==> config.mk <==
export PLATFORM = sky130hd
export DESIGN_NAME = marshal_unit
export DESIGN_NICKNAME = d
export VERILOG_FILES = /design/src/rtl/marshal_pkg.sv /design/src/rtl/mb_bank.sv /design/src/rtl/mb_drain.sv /design/src/rtl/marshal_unit.sv
export SDC_FILE = /design/constraint.sdc
export NUM_CORES = 2
export LEC_CHECK = 0
export BUFFER_PORTS_ARGS = -buffer_cell sky130_fd_sc_hd__buf_2
export CAP_MARGIN = 40
export CORE_MARGIN = 2
export CORE_UTILIZATION = 35
export DETAILED_ROUTE_END_ITERATION = 8
export PLACE_DENSITY = 0.52
export SETUP_SLACK_MARGIN = 0.2
export SLEW_MARGIN = 10
export SYNTH_ARGS = -nofsm -noshare
export SYNTH_HDL_FRONTEND = slang
export SYNTH_SLANG_ARGS = --single-unit
==> constraint.sdc <==
create_clock -name clk_i -period 11.1 [get_ports clk_i]
set_input_delay 2.22 -clock clk_i [delete_from_list [all_inputs] [get_ports clk_i]]
set_output_delay 2.22 -clock clk_i [all_outputs]
set_load 0.01 [all_outputs]
==> src/rtl/marshal_pkg.sv <==
package marshal_pkg;
  typedef enum logic [1:0] {
    MK_EXPLICIT = 2'd0,
    MK_CS_CALL  = 2'd1,
    MK_CS_RET   = 2'd2
  } mk_kind_e;
endpackage

==> src/rtl/mb_bank.sv <==
module mb_bank #(
  parameter int AW    = 48,
  parameter int DEPTH = 16,
  localparam int IW   = $clog2(DEPTH),
  localparam int CW   = $clog2(DEPTH + 1)
) (
  input  logic          clk_i,
  input  logic          rst_ni,
  input  logic          wr_i,
  input  logic [AW-1:0] wr_addr_i,
  input  logic          clr_i,
  input  logic [IW-1:0] rd_idx_i,
  output logic          hit_o,
  output logic          full_o,
  output logic [CW-1:0] count_o,
  output logic [AW-1:0] rd_addr_o
);
  logic [AW-1:0]    mem_q [DEPTH];
  logic [CW-1:0]    count_q;
  logic [DEPTH-1:0] match;

  for (genvar g = 0; g < DEPTH; g++) begin : g_cmp
    assign match[g] = (CW'(g) < count_q) && (mem_q[g] == wr_addr_i);
  end

  assign hit_o     = |match;
  assign full_o    = (count_q == CW'(DEPTH));
  assign count_o   = count_q;
  assign rd_addr_o = mem_q[rd_idx_i];

  wire alloc = wr_i && !hit_o && !full_o;

  always_ff @(posedge clk_i or negedge rst_ni) begin
    if (!rst_ni)    count_q <= '0;
    else if (clr_i) count_q <= '0;
    else if (alloc) count_q <= count_q + CW'(1);
  end

  always_ff @(posedge clk_i) begin
    if (alloc) mem_q[count_q[IW-1:0]] <= wr_addr_i;
  end

  a_r3_count_bound: assert property (@(posedge clk_i) disable iff (!rst_ni)
    count_q <= CW'(DEPTH));
  a_r2_no_dup_alloc: assert property (@(posedge clk_i) disable iff (!rst_ni)
    (wr_i && hit_o && !clr_i) |=> $stable(count_q));
  a_r7_no_clr_on_write: assert property (@(posedge clk_i) disable iff (!rst_ni)
    !(clr_i && wr_i));
endmodule

==> src/rtl/mb_drain.sv <==
module mb_drain #(
  parameter int IW     = 4,
  parameter int CW     = 5,
  parameter int CORE_W = 5
) (
  input  logic              clk_i,
  input  logic              rst_ni,
  input  logic              start_i,
  input  logic [CW-1:0]     cnt_i,
  input  logic [CORE_W-1:0] dest_i,
  input  logic              ready_i,
  output logic              busy_o,
  output logic [IW-1:0]     idx_o,
  output logic [CORE_W-1:0] dest_o,
  output logic              done_o
);
  logic              busy_q;
  logic [IW-1:0]     idx_q, last_q;
  logic [CORE_W-1:0] dest_q;

  assign busy_o = busy_q;
  assign idx_o  = idx_q;
  assign dest_o = dest_q;
  assign done_o = busy_q && ready_i && (idx_q == last_q);

  always_ff @(posedge clk_i or negedge rst_ni) begin
    if (!rst_ni) begin
      busy_q <= 1'b0;
      idx_q  <= '0;
      last_q <= '0;
      dest_q <= '0;
    end else if (start_i) begin
      busy_q <= 1'b1;
      idx_q  <= '0;
      last_q <= IW'(cnt_i - CW'(1));
      dest_q <= dest_i;
    end else if (busy_q && ready_i) begin
      if (idx_q == last_q) busy_q <= 1'b0;
      else                 idx_q  <= idx_q + IW'(1);
    end
  end

  a_r4_step_order: assert property (@(posedge clk_i) disable iff (!rst_ni)
    (busy_q && ready_i && !done_o) |=> (busy_q && idx_q == $past(idx_q) + IW'(1)));
  a_r4_start_oldest: assert property (@(posedge clk_i) disable iff (!rst_ni)
    start_i |=> (busy_q && idx_q == '0));
endmodule

==> src/rtl/marshal_unit.sv <==
module marshal_unit
  import marshal_pkg::*;
#(
  parameter int AW         = 48,
  parameter int DEPTH      = 16,
  parameter int CORE_W     = 5,
  parameter int LARGE_CORE = 0,
  parameter int OVF_W      = 8,
  localparam int IW        = $clog2(DEPTH),
  localparam int CW        = $clog2(DEPTH + 1)
) (
  input  logic              clk_i,
  input  logic              rst_ni,
  input  logic              commit_valid_i,
  input  logic              commit_store_i,
  input  logic              commit_gen_i,
  input  logic [AW-1:0]     commit_addr_i,
  input  logic              marshal_valid_i,
  input  logic [1:0]        marshal_kind_i,
  input  logic [CORE_W-1:0] marshal_core_i,
  output logic              push_valid_o,
  input  logic              push_ready_i,
  output logic [AW-1:0]     push_addr_o,
  output logic [CORE_W-1:0] push_core_o,
  output logic [CW-1:0]     occupancy_o,
  output logic [OVF_W-1:0]  overflow_o
);
  logic              rec_q, drn_q;
  logic [OVF_W-1:0]  ovf_q;
  logic [1:0]        hit, full, wr, clr;
  logic [CW-1:0]     cnt     [2];
  logic [AW-1:0]     rd_addr [2];
  logic              busy, done, start, tgt, offer, drop;
  logic [IW-1:0]     idx;
  logic [CORE_W-1:0] dest_sel, dest_q;

  assign offer = commit_valid_i && commit_store_i && commit_gen_i;
  assign start = marshal_valid_i && !busy && (cnt[rec_q] != '0);
  assign tgt   = start ? ~rec_q : rec_q;   // same-cycle store joins next segment
  assign drop  = offer && !hit[tgt] && full[tgt];

  always_comb begin
    case (mk_kind_e'(marshal_kind_i))
      MK_CS_CALL: dest_sel = CORE_W'(LARGE_CORE);
      default:    dest_sel = marshal_core_i;
    endcase
  end

  for (genvar b = 0; b < 2; b++) begin : g_bank
    assign wr[b]  = offer && (tgt == 1'(b));
    assign clr[b] = done && (drn_q == 1'(b));
    mb_bank #(.AW(AW), .DEPTH(DEPTH)) i_bank (
      .clk_i     (clk_i),
      .rst_ni    (rst_ni),
      .wr_i      (wr[b]),
      .wr_addr_i (commit_addr_i),
      .clr_i     (clr[b]),
      .rd_idx_i  (idx),
      .hit_o     (hit[b]),
      .full_o    (full[b]),
      .count_o   (cnt[b]),
      .rd_addr_o (rd_addr[b])
    );
  end

  mb_drain #(.IW(IW), .CW(CW), .CORE_W(CORE_W)) i_drain (
    .clk_i   (clk_i),
    .rst_ni  (rst_ni),
    .start_i (start),
    .cnt_i   (cnt[rec_q]),
    .dest_i  (dest_sel),
    .ready_i (push_ready_i),
    .busy_o  (busy),
    .idx_o   (idx),
    .dest_o  (dest_q),
    .done_o  (done)
  );

  always_ff @(posedge clk_i or negedge rst_ni) begin
    if (!rst_ni) begin
      rec_q <= 1'b0;
      drn_q <= 1'b0;
      ovf_q <= '0;
    end else begin
      if (start) begin
        rec_q <= ~rec_q;
        drn_q <= rec_q;
      end
      if (drop && ovf_q != '1) ovf_q <= ovf_q + OVF_W'(1);
    end
  end

  assign push_valid_o = busy;
  assign push_addr_o  = rd_addr[drn_q];
  assign push_core_o  = dest_q;
  assign occupancy_o  = cnt[rec_q];
  assign overflow_o   = ovf_q;

  a_r4_hold_stall: assert property (@(posedge clk_i) disable iff (!rst_ni)
    (push_valid_o && !push_ready_i) |=>
      (push_valid_o && $stable(push_addr_o) && $stable(push_core_o)));
  a_r4_no_cmd_busy: assert property (@(posedge clk_i) disable iff (!rst_ni)
    !(marshal_valid_i && push_valid_o));
  a_r5_kind_legal: assert property (@(posedge clk_i) disable iff (!rst_ni)
    marshal_valid_i |-> (marshal_kind_i != 2'd3));
  a_r8_empty_cmd: assert property (@(posedge clk_i) disable iff (!rst_ni)
    (marshal_valid_i && !push_valid_o && occupancy_o == '0) |=> !push_valid_o);
  a_r6_done_idle: assert property (@(posedge clk_i) disable iff (!rst_ni)
    done |=> !push_valid_o);
  a_r3_drop_counts: assert property (@(posedge clk_i) disable iff (!rst_ni)
    (drop && overflow_o != '1) |=> (overflow_o == $past(overflow_o) + OVF_W'(1)));
  a_r1_ignore_other: assert property (@(posedge clk_i) disable iff (!rst_ni)
    (!offer && !marshal_valid_i && !push_valid_o) |=> $stable(occupancy_o));
endmodule

# --- Word-level counts from Yosys, hierarchy flattened ---
# Memory sizes are Yosys's and may differ from the RTL's.
# Cells that the tools add are included.
word_totals:
  n_memories: 2
  out_inout_bits: 67
  elab_cells: 184
  register_bits: 34
  input_bits: 62
  ram_bits: 1536
memory_table:
  columns: ["memory", "words", "width", "rd", "rd_ports_with_merged_regs", "wr", "line_no", "source"]
  rows:
  - ["g_bank[0].i_bank.mem_q", 16, 48, 17, 0, 1, "mb_bank.sv:18", "logic [AW-1:0] mem_q [DEPTH];"]
  - ["g_bank[1].i_bank.mem_q", 16, 48, 17, 0, 1, "mb_bank.sv:18", null]
op_classes:
  n_eq_ne: 38
  muxes: 26
  add_sub_neg: 5
  magnitude_cmp: 35
  bitwise_logic: 5
  n_reduce_logical: 64
ops:
  columns: ["operator", "n"]
  rows:
  - ["$eq A48 B48 Y1", 32]
  - ["$mux W48", 3]
  - ["$lt A4 B5 Y1 const A", 16]
  - ["$logic_and A1 B1 Y1", 49]
  - ["$lt A3 B5 Y1 const A", 8]
  - ["$mux W5", 8]
  - ["$reduce_or A16 Y1", 2]
  - ["$lt A1 B5 Y1 const A", 4]
  - ["$lt A2 B5 Y1 const A", 4]
  - ["$mux W1", 12]
  - ["$mux W4", 3]
  - ["$add A5 B1 Y5 const B", 2]
  - ["$eq A5 B5 Y1 const B", 2]
  - ["$add A8 B1 Y8 const B", 1]
  - ["$ne A8 B8 Y1 const B", 1]
  - ["$reduce_bool A2 Y1", 4]
  - ["$logic_not A1 Y1", 6]
  - ["$reduce_bool A5 Y1", 1]
  - ["$add A4 B1 Y4 const B", 1]
  - ["$eq A4 B4 Y1", 1]
  - ["$ge A2 B2 Y1 const B", 2]
  - ["$not A1 Y2", 2]
  - ["$reduce_and A2 Y1", 2]
  - ["$sub A4 B1 Y4 const B", 1]
  - ["4 further kinds", 6]

# --- Longest topological paths before layout ---
depth:
  word_depth: 13
  depth_mapped: 15
  ltp_nobuf: 13

# --- By module ---
# A second synthesis with hierarchy kept.
unflattened:
  cells_unflattened: 4743
  area_unflattened_um2: 79115.9
modules_own_cells:
  columns: ["mod", "n_inst", "seq_area_each_um2", "area_each_um2", "cells_each"]
  rows:
  - ["mb_bank (g_bank[1].i_bank)", 1, 23187.2, 38735.9, 2280]
  - ["mb_bank (g_bank[0].i_bank)", 1, 23187.2, 38414.3, 2278]
  - ["marshal_unit", 1, 250.2, 1297.5, 128]
  - ["mb_drain", 1, 350.3, 668.1, 57]

# --- Worst setup path before layout ---
# OpenSTA, ideal clock, no wires.
synth_path:
  kind: "input -> register"
  startpoint: "in commit_addr_i[32]"
  endpoint: "mem g_bank[1].i_bank.mem_q[2][0] (enable)"
  path_buffers: 3
  arrival_ps: 8928
  cell_stages: 11
  required_ps: 10510
  setup_ps: 590
  path_slack_ps: 1582
  path_cell_list: "buf_2 -> buf_6 -> buf_6 -> xor2_1 -> nor4_1 -> nand4_1 -> nor4_1 -> a32o_1 -> nor4_2 -> nand3_1 -> nor4b_1"
synth_via:
  elab_chain_cells: 8
  word_cells_on_any_way: 38
  cone_classes: "eq/ne (16); mux (2); reduce/logical (20)"
synth_rtl:
  columns: ["element", "line_no", "source"]
  rows:
  - ["start, declared", "marshal_unit.sv:17", "input logic [AW-1:0] commit_addr_i,"]
  - ["$eq A48 B48 Y1", "mb_bank.sv:23", "assign match[g] = (CW'(g) < count_q) && (mem_q[g] == wr_addr_i);"]
  - ["$logic_and A1 B1 Y1", "mb_bank.sv:23", null]
  - ["$reduce_or A16 Y1 *", "mb_bank.sv:26", "assign hit_o = |match;"]
  - ["$logic_not A1 Y1 *", "mb_bank.sv:31", "wire alloc = wr_i && !hit_o && !full_o;"]
  - ["$logic_and A1 B1 Y1 * (2 in a row)", "mb_bank.sv:31", null]
  - ["$mux W1 *", "mb_bank.sv:40", "if (alloc) mem_q[count_q[IW-1:0]] <= wr_addr_i;"]
  - ["$mux W1 (not written as such) *", "mb_bank.sv:40", null]
  - ["end, declared", "mb_bank.sv:18", null]
# Every way passes the cells marked *; elsewhere a longest branch is shown, timed or not.

# --- Final worst setup path ---
layout_path:
  startpoint: "reg g_bank[0].i_bank.count_q[0]"
  endpoint: "mem g_bank[1].i_bank.mem_q[11][5] (enable)"
layout_via:
  elab_chain_cells: 11
layout_rtl:
  columns: ["element", "line_no", "source"]
  rows:
  - ["start, declared", "mb_bank.sv:19", "logic [CW-1:0] count_q;"]
  - ["start signal, assigned", "mb_bank.sv:36", "else if (alloc) count_q <= count_q + CW'(1);"]
  - ["$mux W5 (not written as such) (3 in a row)", "marshal_unit.sv:38", "assign start = marshal_valid_i && !busy && (cnt[rec_q] != '0);"]
  - ["$reduce_bool A5 Y1", "marshal_unit.sv:38", null]
  - ["$logic_and A1 B1 Y1", "marshal_unit.sv:38", null]
  - ["$mux W1", null, null]
  - ["$logic_and A1 B1 Y1", "marshal_unit.sv:50", "assign wr[b] = offer && (tgt == 1'(b));"]
  - ["$logic_and A1 B1 Y1 (2 in a row)", "mb_bank.sv:31", null]
  - ["$mux W1", "mb_bank.sv:40", null]
  - ["$mux W1 (not written as such)", "mb_bank.sv:40", null]
# No other way between the ends. The select of a mux whose other input is x is not followed.

==> run summary <==
The total number of clock tree sinks came out at 1,570. The boundary pin count is 129. The number of nets in the final layout came out at 5,036. The placed wire-length estimate is 241,000 µm. The number of port buffers is 128. After synthesis, the largest family of logic cells by area is XOR/XNOR gates.

Setup slack closes at 4.08 ns. The capturing instance or port of the critical path is g_bank[1].i_bank.mem_q[11][5]. The die extent in y came out at 478 µm. The flop-to-flop setup slack is 4.08 ns. The remaining global-route overflow came out at 0. CTS placed an instance of sky130_fd_sc_hd__clkbuf_16 at the clock tree root.

The share of flip-flops with an asynchronous set or reset after synthesis came out at 0.0217. The detailed-router iteration count before antenna repair is 8. The count of routing violations after the opening detailed-route iteration came out at 8,677. The area enclosed by the die boundary came out at 228,000 µm².

The starting density of the core came out at 0.353. The number of placed instances with taps included came out at 7,760. Setup repair after global routing left no endpoint under its margin. The share of synthesized area occupied by flip-flops and latches came out at 0.598.

At the end of routability-driven placement, the weighted congestion stood at 0.983. The number of buffers inserted by hold repair at cts came out at 0. Final hold analysis gives a worst-case slack of 0.464 ns. Entering global routing, the biggest net connects 86 pins.

The arrival time at the worst endpoint came out at 7.51 ns. The latest clock arrival within the worst-skew pair came out at 0.86 ns. For the finished layout, the period the worst path requires is 7.02 ns.

Leaving out fill and tap cells, the most frequent cells in the layout are 1,536 x sky130_fd_sc_hd__edfxtp_1, 1,026 x sky130_fd_sc_hd__xnor2_1, 506 x sky130_fd_sc_hd__xor2_1. After detailed routing, the number of remaining DRC violations is 0. Before CTS, the worst setup slack after placement is 3.70 ns.

The count of buffers added by post-CTS timing repair for setup is 0. The path type of the worst min-delay path is reg -> reg. The clock skew after layout is 0.0463 ns.

The critical-path maximum fanout is 25. The initial antenna violation count came out at 43. The critical path endpoint category is a flip-flop.

Of the total synthesized cell area, the portion taken by XOR and XNOR cells is 0.171. The total power density per cell area came out at 219 nW/µm². The number of distinct standard cells referenced by the synthesized netlist came out at 68. The ratio of routed vias to standard cells came out at 6.05. Leaving out fill and tap cells, the most frequent cell in the layout is sky130_fd_sc_hd__edfxtp_1. The worst-case headroom to the max-slew limit came out at 0.343. For this run, the total global-route usage over all layers was measured as 0.286. The mean instance size in the synthesized netlist is 16.2 µm². The number of vias in the routed layout came out at 49,000.

The adder and majority gate portion of the synthesized area came out at 0.00175. The via count of the first global-routing pass is 46,100. IR analysis of the VDD net gives a maximum drop of 0.193 mV. The cell area after synthesis is 78,500 µm². The area of the core came out at 223,000 µm². Setup violations remaining at the end of the flow were counted as 0. The slew of the pin with the lowest slew margin came out at 0.976 ns. The number of cells on the worst reg-to-reg path is 13. The layout cell share with drive strength beyond 1 came out at 0.204. When the netlist entered floorplanning its net count stood at 4,922. The first global-routing pass estimated 439,000 µm of wire. The final sum of negative setup slack came out at 0 ns.

The CTS clock-pin slew for the worst setup and hold paths is 0.06 ns. Of the available clock period, the critical path in the final layout requires 0.632. Compared with the post-synthesis result, the final layout area differs by 12.3%. The overall routed net length is 332,000 µm. The launching element of the worst setup path is g_bank[0].i_bank.count_o[0].

The flow ran to the end, and the final reports show no timing, DRC or antenna violations. The horizontal die dimension is 478 µm. The leakage dissipation came out at 26.9 nW. The leading register cell type out of synthesis is sky130_fd_sc_hd__edfxtp_1. The synthesized instance count came out at 4,849. The H-tree depth reported by CTS is 4.

Fill cells in the final layout number 20,400. The total power consumption of the routed design came out at 19.3 mW. The achievable clock frequency is 143 MHz.

TritonCTS built the clock tree. The total count of max-transition violations in the final report is 0. The worst setup path is launched from a flip-flop.

After synthesis, the share of cell area in mux cells is 0.139. The final instance count without filler cells is 8,094. In this run the remaining antenna-violating nets after routing total 0. No sink is reached through more buffers than the 3 on the longest clock path. The reported max-cap violation count came out at 0. The number of synthesis warnings is 0. The floorplan row count is 173. The routed length per placed instance came out at 41.1 µm. The compound-gate portion of the synthesized area is 0.00785. The number of flops mapped to enable cells by yosys came out at 1,536.

The number of resized instances in the post-cts repair step is 0. The register bit count reported by yosys is 1,570. In this run, CTS created clock tree buffers numbering 173. The startpoint identified for the worst register-to-register timing path is g_bank[0].i_bank.count_o[0].

Of the total synthesized cell area, the portion taken by AND, OR, NAND and NOR gates is 0.0568. The worst register-to-register path ends at g_bank[1].i_bank.mem_q[11][5]. The worst setup path is of the reg -> reg kind. The number of failing hold endpoints at the final stage came out at 0. For the worst setup path, the data required time is 11.59 ns.
[stage by stage]
step	util	area, µm²
6_report	0.396	88200
5_1_grt	0.396	88100
4_1_cts	0.395	88100
3_5_place_dp	0.371	82600
3_3_place_gp	0.369	82300
2_1_floorplan	-	78500
[logic make-up (layout without fill, tap and decap cells)]
| family | Yosys count | in the layout |
|---|---|---|
| adders and majority gates | 11 | 11 |
| and+or+nand+nor | 798 | 798 |
| DFF | 1570 | 1570 |
| other | 0 | 12 |
| muxes | 489 | 489 |
| xor gates and xnor gates | 1534 | 1534 |
| AOI/OAI and AO/OA | 83 | 83 |
| buffers and inverters | 364 | 622 |
[sequential cells by signal, summed over array words and instances (netlist names), 4 cells and up]
signal / count
g_bank.i_bank.count_o: 10
g_bank.i_bank.mem_q: 1536
i_drain.dest_o: 5
i_drain.idx_o: 4
i_drain.last_q: 4
overflow_o: 8
[how the worst min path moves through the flow]
stage                           start                end  slack, ns  cells after the start
floorplan           i_drain.last_q[3]  i_drain.last_q[3]       0.47                      2
global placement    i_drain.dest_o[1]  i_drain.dest_o[1]       0.45                      2
detailed placement  i_drain.dest_o[4]  i_drain.dest_o[4]       0.46                      2
CTS                 i_drain.dest_o[4]  i_drain.dest_o[4]       0.47                      2
global route        i_drain.dest_o[4]  i_drain.dest_o[4]       0.51                      2
finish              i_drain.dest_o[1]  i_drain.dest_o[1]       0.46                      2
[power breakdown]
part / switching (mW) / internal [mW] / leakage, nW
combinational: 4.43 / 2.28 / 9.97
clock: 2.55 / 3.23 / 2.69
sequential: 0.199 / 6.65 / 14.2
[per-layer routing]
| layer | wire, µm | share of wire | global-route usage |
|---|---|---|---|
| met1 | 137000 | 0.41 | 0.413 |
| met2 | 141000 | 0.43 | 0.409 |
| met3 | 40300 | 0.12 | 0.0780 |
| met4 | 13800 | 0.041 | 0.104 |
| met5 | 193 | 0.00058 | 0 |
[cell usage after synthesis, types with 28 or more instances]
| cell type | n | share of area |
|---|---|---|
| sky130_fd_sc_hd__nor2_1 | 28 | 0.0013 |
| sky130_fd_sc_hd__mux4_2 | 480 | 0.14 |
| sky130_fd_sc_hd__edfxtp_1 | 1536 | 0.59 |
| sky130_fd_sc_hd__xnor2_1 | 1026 | 0.11 |
| sky130_fd_sc_hd__inv_1 | 33 | 0.0016 |
| sky130_fd_sc_hd__nor3_1 | 37 | 0.0024 |
| sky130_fd_sc_hd__nand3_1 | 34 | 0.0022 |
| sky130_fd_sc_hd__xor2_1 | 506 | 0.056 |
| sky130_fd_sc_hd__nor4_1 | 170 | 0.014 |
| sky130_fd_sc_hd__buf_1 | 42 | 0.0020 |
| sky130_fd_sc_hd__dfrtp_1 | 34 | 0.011 |
| sky130_fd_sc_hd__buf_2 | 100 | 0.0064 |
| sky130_fd_sc_hd__buf_6 | 34 | 0.0049 |
| sky130_fd_sc_hd__nand4_1 | 294 | 0.023 |
| sky130_fd_sc_hd__nand2_1 | 174 | 0.0083 |
| sky130_fd_sc_hd__clkbuf_1 | 90 | 0.0043 |
| sky130_fd_sc_hd__buf_4 | 62 | 0.0059 |
[worst max-delay path, stage by stage, from the launching register on]
cell	delay (ns)
sky130_fd_sc_hd__dfrtp_1	0.91
sky130_fd_sc_hd__inv_1	0.37
sky130_fd_sc_hd__o21ai_0	0.52
sky130_fd_sc_hd__inv_1	0.13
sky130_fd_sc_hd__ha_1	0.25
sky130_fd_sc_hd__a41oi_2	0.58
sky130_fd_sc_hd__xnor2_2	0.19
sky130_fd_sc_hd__nor2_1	0.45
sky130_fd_sc_hd__o21ai_0	0.50
sky130_fd_sc_hd__nor3_1	0.86
sky130_fd_sc_hd__and2_4	0.45
sky130_fd_sc_hd__and3b_1	0.25
sky130_fd_sc_hd__and2_2	0.65
sky130_fd_sc_hd__buf_4	0.51
[area by class of cell]
class	count	area [µm²]	share of cell area
Multi-Input combinational cell	2915	29700	0.337
Clock inverter	101	925	0.0105
Clock buffer	218	4570	0.0519
Inverter	36	135	0.00153
Sequential cell	1570	47000	0.533
Tap cell	2975	3720	0.0422
Antenna cell	12	30.0	0.000341
Timing Repair Buffer	267	2120	0.0241
Note: power is estimated with default switching activity, not from simulation.
